$ cat config.mk
export PLATFORM = sky130hd
export DESIGN_NAME = tin_glitch_filter
export DESIGN_NICKNAME = d
export VERILOG_FILES = /design/src/rtl/tgf_pkg.sv /design/src/rtl/tgf_sync.sv /design/src/rtl/tgf_strobe.sv /design/src/rtl/tgf_confirm.sv /design/src/rtl/tin_glitch_filter.sv
export SDC_FILE = /design/constraint.sdc
export NUM_CORES = 1
export LEC_CHECK = 0
export ABC_AREA = 1
export CAP_MARGIN = 0
export CORE_MARGIN = 2
export CORE_UTILIZATION = 42
export DETAILED_ROUTE_END_ITERATION = 12
export PLACE_DENSITY_LB_ADDON = 0.1
export REMOVE_ABC_BUFFERS = 1
export SETUP_SLACK_MARGIN = 0.15
export SLEW_MARGIN = 20
export SYNTH_ARGS = -nofsm -noshare
export SYNTH_HDL_FRONTEND = slang
export SYNTH_SLANG_ARGS = --single-unit
$ cat constraint.sdc
create_clock -name clk -period 4.7 [get_ports clk]
set_clock_uncertainty 0.15 [all_clocks]
set_input_delay 1.175 -clock clk [delete_from_list [all_inputs] [get_ports clk]]
set_output_delay 1.175 -clock clk [all_outputs]
set_load 0.005 [all_outputs]
$ cat src/rtl/tgf_pkg.sv
package tgf_pkg;

    localparam int CODE_W          = 4;
    localparam int CNT_W           = 4;
    localparam int DIV_LOG2_W      = 3;
    localparam int MAX_DIV_LOG2    = 5;
    localparam int DEF_SYNC_STAGES = 2;

    typedef enum logic {
        RATE_DTS    = 1'b0,
        RATE_KERNEL = 1'b1
    } tgf_rate_e;

    typedef struct packed {
        tgf_rate_e              rate;
        logic [DIV_LOG2_W-1:0]  div_log2;
        logic [CNT_W-1:0]       need;
    } tgf_cfg_t;

    // Sample rate and agreement count selected by the filter code.
    function automatic tgf_cfg_t tgf_decode(input logic [CODE_W-1:0] code);
        tgf_cfg_t c;
        c.rate     = RATE_DTS;
        c.div_log2 = '0;
        c.need     = CNT_W'(1);
        unique case (code)
            4'd0:  begin c.rate = RATE_DTS;    c.div_log2 = 3'd0; c.need = 4'd1; end
            4'd1:  begin c.rate = RATE_KERNEL; c.div_log2 = 3'd0; c.need = 4'd2; end
            4'd2:  begin c.rate = RATE_KERNEL; c.div_log2 = 3'd0; c.need = 4'd4; end
            4'd3:  begin c.rate = RATE_KERNEL; c.div_log2 = 3'd0; c.need = 4'd8; end
            4'd4:  begin c.div_log2 = 3'd1; c.need = 4'd6; end
            4'd5:  begin c.div_log2 = 3'd1; c.need = 4'd8; end
            4'd6:  begin c.div_log2 = 3'd2; c.need = 4'd6; end
            4'd7:  begin c.div_log2 = 3'd2; c.need = 4'd8; end
            4'd8:  begin c.div_log2 = 3'd3; c.need = 4'd6; end
            4'd9:  begin c.div_log2 = 3'd3; c.need = 4'd8; end
            4'd10: begin c.div_log2 = 3'd4; c.need = 4'd5; end
            4'd11: begin c.div_log2 = 3'd4; c.need = 4'd6; end
            4'd12: begin c.div_log2 = 3'd4; c.need = 4'd8; end
            4'd13: begin c.div_log2 = 3'd5; c.need = 4'd5; end
            4'd14: begin c.div_log2 = 3'd5; c.need = 4'd6; end
            default: begin c.div_log2 = 3'd5; c.need = 4'd8; end
        endcase
        return c;
    endfunction

endpackage

$ cat src/rtl/tgf_sync.sv
module tgf_sync #(
    parameter int STAGES = 2
) (
    input  logic clk,
    input  logic rst,
    input  logic din,
    output logic dout
);
    logic [STAGES-1:0] chain;

    always_ff @(posedge clk) begin
        if (rst) chain[0] <= 1'b0;
        else     chain[0] <= din;
    end

    for (genvar s = 1; s < STAGES; s++) begin : g_stage
        always_ff @(posedge clk) begin
            if (rst) chain[s] <= 1'b0;
            else     chain[s] <= chain[s-1];
        end
    end

    assign dout = chain[STAGES-1];
endmodule

$ cat src/rtl/tgf_strobe.sv
module tgf_strobe
    import tgf_pkg::*;
#(
    parameter int DIV_W = MAX_DIV_LOG2
) (
    input  logic     clk,
    input  logic     rst,
    input  logic     restart,
    input  logic     dts_tick,
    input  tgf_cfg_t cfg,
    output logic     strobe
);
    logic [DIV_W-1:0] div_cnt;
    logic [DIV_W:0]   span;
    logic [DIV_W-1:0] div_last;
    logic             wrap;

    always_comb begin
        span     = ({{DIV_W{1'b0}}, 1'b1} << cfg.div_log2) - 1'b1;
        div_last = span[DIV_W-1:0];
        wrap     = (div_cnt == div_last);
    end

    always_comb begin
        if (restart)                      strobe = 1'b0;
        else if (cfg.rate == RATE_KERNEL) strobe = 1'b1;
        else                              strobe = dts_tick && wrap;
    end

    always_ff @(posedge clk) begin
        if (rst || restart) begin
            div_cnt <= '0;
        end else if (cfg.rate == RATE_DTS && dts_tick) begin
            div_cnt <= wrap ? '0 : div_cnt + 1'b1;
        end
    end
endmodule

$ cat src/rtl/tgf_confirm.sv
module tgf_confirm
    import tgf_pkg::*;
(
    input  logic             clk,
    input  logic             rst,
    input  logic             restart,
    input  logic             strobe,
    input  logic             sample,
    input  logic [CNT_W-1:0] need,
    output logic             level
);
    logic [CNT_W-1:0] agree_cnt;
    logic [CNT_W:0]   next_cnt;
    logic             reached;

    always_comb begin
        next_cnt = {1'b0, agree_cnt} + 1'b1;
        reached  = (next_cnt >= {1'b0, need});
    end

    always_ff @(posedge clk) begin
        if (rst) begin
            level     <= 1'b0;
            agree_cnt <= '0;
        end else if (restart) begin
            agree_cnt <= '0;
        end else if (strobe) begin
            if (sample == level) begin
                agree_cnt <= '0;
            end else if (reached) begin
                level     <= sample;
                agree_cnt <= '0;
            end else begin
                agree_cnt <= next_cnt[CNT_W-1:0];
            end
        end
    end
endmodule

$ cat src/rtl/tin_glitch_filter.sv
module tin_glitch_filter
    import tgf_pkg::*;
#(
    parameter int SYNC_STAGES = DEF_SYNC_STAGES
) (
    input  logic              clk,
    input  logic              rst,
    input  logic              dts_tick,
    input  logic              raw_in,
    input  logic [CODE_W-1:0] flt_code,
    input  logic              pol_inv,
    output logic              lvl_out,
    output logic              act_edge,
    output logic              any_edge
);
    logic              sync_lvl;
    logic [CODE_W-1:0] code_q;
    logic              code_chg;
    tgf_cfg_t          cfg;
    logic              strobe;
    logic              filt_lvl;
    logic              filt_d;

    tgf_sync #(.STAGES(SYNC_STAGES)) u_sync (
        .clk  (clk),
        .rst  (rst),
        .din  (raw_in),
        .dout (sync_lvl)
    );

    always_ff @(posedge clk) begin
        code_q <= flt_code;
    end

    always_comb begin
        code_chg = (flt_code != code_q) && !rst;
        cfg      = tgf_decode(flt_code);
    end

    tgf_strobe #(.DIV_W(MAX_DIV_LOG2)) u_strobe (
        .clk      (clk),
        .rst      (rst),
        .restart  (code_chg),
        .dts_tick (dts_tick),
        .cfg      (cfg),
        .strobe   (strobe)
    );

    tgf_confirm u_confirm (
        .clk     (clk),
        .rst     (rst),
        .restart (code_chg),
        .strobe  (strobe),
        .sample  (sync_lvl),
        .need    (cfg.need),
        .level   (filt_lvl)
    );

    always_ff @(posedge clk) begin
        if (rst) filt_d <= 1'b0;
        else     filt_d <= filt_lvl;
    end

    always_comb begin
        any_edge = filt_lvl ^ filt_d;
        lvl_out  = filt_lvl ^ pol_inv;
        act_edge = any_edge && lvl_out;
    end
endmodule

==> impl_metrics.toml <==
[synth]
synth.distinct_cells = 33
synth.top_cell.area_share_pct = 27.25
ys_warn_count = 0
synth_compound_area_share_pct = 8.918
ys.flop_type = "dfxtp_1"
netlist_instances = 177
synthArstFlopShare_pct = 0
synth_adder_area_share_pct = 7.014
synth_top_area_cell = "dfxtp_1"
syn_avg_cell_area_um2 = 7.055
synth_area_mm2 = 0.001249
synth_edf_count = 0
ys_seq_area_share_pct = 27.25
synthSimpleGateAreaFrac_pct = 36.87
yosysMostFrequentCell = "nand2_1"
synth-xor-area-share_pct = 7.715
synthMuxAreaShare_pct = 0
ys_seq_elements = 17
synth_top_family_by_area = "simple AND/OR/NAND/NOR gates"
synth_commonest_cells = "nand2_1, inv_1, dfxtp_1"
synth_area_leaders = "dfxtp_1, nand2_1, ha_1"

[route]
vias_per_cell = 4.932
wl_um = 2277
detail-route-antenna-nets = 0
wl_per_cell_um = 10.35
vias = 1085
drtIter0Drc = 48
drc_errors = 0
dr.pass1.iters = 4

[sta]
holdWs_ps = 267.4
slew_headroom_pct = 65.89
maxSlewViolCount = 0
fmax_ghz = 0.2660
finalCritPeriodShare_pct = 79.99
finalSetupTns_ps = 0
min_period_ps = 3760
hold_viol = 0
rsz0062_at_grt = "false"
setup_violations = 0
tightest_slew_ps = 510.1

[clock_network]
cts.clk_slew.worst_paths_ps = 90
insertion_delay_ps = 290
postCtsResizedCells = 0
cts_max_level = 1
root_buffer = "clkbuf_4"
cts_sinks = 17
clk_path_buf_depth = 2
cts_made_buffers = 3
hold_buffers = 0
cts_tree = "done"
postCtsSetupBuffers = 0

[place]
io_buffers = 11
gp_congestion = 0.8167
place_hpwl_um = 1889
dp.cells = 216

[worst_setup_path]
rr_worst_depth = 13
worstPathCellList = "clkdlybuf4s50_1 -> inv_2 -> nor2_1 -> inv_1 -> a221oi_1 -> ha_1 -> o21ai_1 -> nand2_1 -> nand2_1 -> nand2_1 -> nand2_1 -> nand3b_1 -> nor2_1 -> nand2_1 -> nand2_1 -> nand2_1 -> a21oi_1"
crit_fanout = 10
slowest_delay_ps = 790
worstSetupEndpointType = "flop"
crit_type = "in -> reg"
cp_common_cell = "nand2_1"
r2r-end = "u_confirm.agree_cnt[3]"
crit_path_start_kind = "primary input"
critPathSlowestCell = "clkdlybuf4s50_1"
critPathArrivalTime_ps = 3840
reg2reg_slack_ps = 2580
worstReg2RegStart = "u_confirm.agree_cnt[0]"
critPathRequiredTime_ps = 4780

[power_and_ir_drop]
p_leak_uw = 0.0005907
p_per_area_mw_per_mm2 = 212.1
ir_drop_v = 0.0001610
finalPower_uw = 294.8

[layout]
layoutNonFillerInstCount = 220
area_delta_synth_final_pct = 11.32
n_fill_cell = 292
antennaDiodeCount = 0
drive_above_1_share_pct = 14.29
fin_util_pct = 49.98
nNetsFinal = 206

[floorplanning]
rows = 19
dieArea_mm2 = 0.003425
core_area_mm2 = 0.002781
ios = 12
dieWidth_um = 58.53
start_util_pct = 44.89
die_h_um = 58.53

[min_path]
hold_start = "u_sync.chain[0]"
holdPathStages = 2
hp-class = "reg -> reg"
holdPathEnd = "u_sync.dout"

[global_routing]
grt_pass1_wl_um = 4140
grt_remaining_overflow = 0
antenna_found_initial = 0
grt_max_degree = 11
grt_use_total_pct = 15.39
first_global_vias = 1046

[job]
max_cap_violations = 0

[status]
status = "finished, final reports clean"
-- critical path: cells and delay by family --
kind / cells / cell delay [ps]
buffers and inverters: 3 / 950
AND/OR/NAND/NOR: 10 / 950
adder cells (fa/ha/maj): 1 / 280
AO/OA/AOI/OAI: 3 / 470
-- cell type report --
type                    instances  area [µm²]  area share (%)
flip-flops and latches         17       340.3           24.48
repair buffers                 11       110.1           7.921
clock buffers                   4       26.28           1.890
multi-input cells             128       755.7           54.37
well taps                      31       38.79           2.790
inverters                      29       118.9           8.551
-- how the worst max path moves through the flow --
stage               cells after the start   startpoint                endpoint
floorplan                              16  flt_code[1]  u_confirm.agree_cnt[3]
global placement                       17  flt_code[1]  u_confirm.agree_cnt[3]
detailed placement                     17  flt_code[1]  u_confirm.agree_cnt[2]
global route                           17  flt_code[1]  u_confirm.agree_cnt[3]
CTS                                    17  flt_code[1]  u_confirm.agree_cnt[2]
finish                                 17  flt_code[1]  u_confirm.agree_cnt[3]
-- kinds of logic after synthesis --
family | Yosys count
simple gates | 91
buf+inv | 32
compound gates | 19
flops | 17
xor+xnor | 11
fa+ha+maj | 7
-- state kept, by name (all words and copies together), names as in the netlist --
name	cells
u_confirm.level	1
u_sync.dout	1
u_confirm.agree_cnt	4
filt_d	1
code_q	4
u_sync.chain	1
u_strobe.div_cnt	5
-- layer usage --
layer	track usage (%)	share of wire [%]
met5	0	0
met4	6.977	1.8
met3	2.637	2.9
met2	25.84	46
met1	19.16	50
-- through the flow --
stage                     instance area [µm²]  setup WS [ps]
after CTS                                1390          938.1
final                                    1390          940.4
after global routing                     1390          617.9
after detailed placement                 1364          628.5
after global placement                   1364          779.2
after floorplan                          1215           1739
-- cells in the final DEF (no fill, tap or decap), types with 2 or more instances in the layout --
| master | n |
|---|---|
| clkbuf_4 | 3 |
| o21ai_1 | 4 |
| inv_1 | 22 |
| nor2_4 | 3 |
| inv_2 | 5 |
| xor2_1 | 5 |
| nand2_2 | 2 |
| nand3_1 | 8 |
| nor3_1 | 3 |
| nor2_1 | 16 |
| nand2_1 | 42 |
| clkdlybuf4s50_1 | 11 |
| nand4_1 | 4 |
| xnor2_1 | 6 |
| ha_1 | 7 |
| nand3_2 | 2 |
| dfxtp_1 | 17 |
| nor2_2 | 4 |
| a21oi_1 | 8 |
| nand2_4 | 2 |
-- power breakdown --
part           switching, µW  internal, µW
Combinational           40.0          28.0
Clock                   44.6          33.0
Sequential              1.80           147
Note: power is estimated with default switching activity, not from simulation.
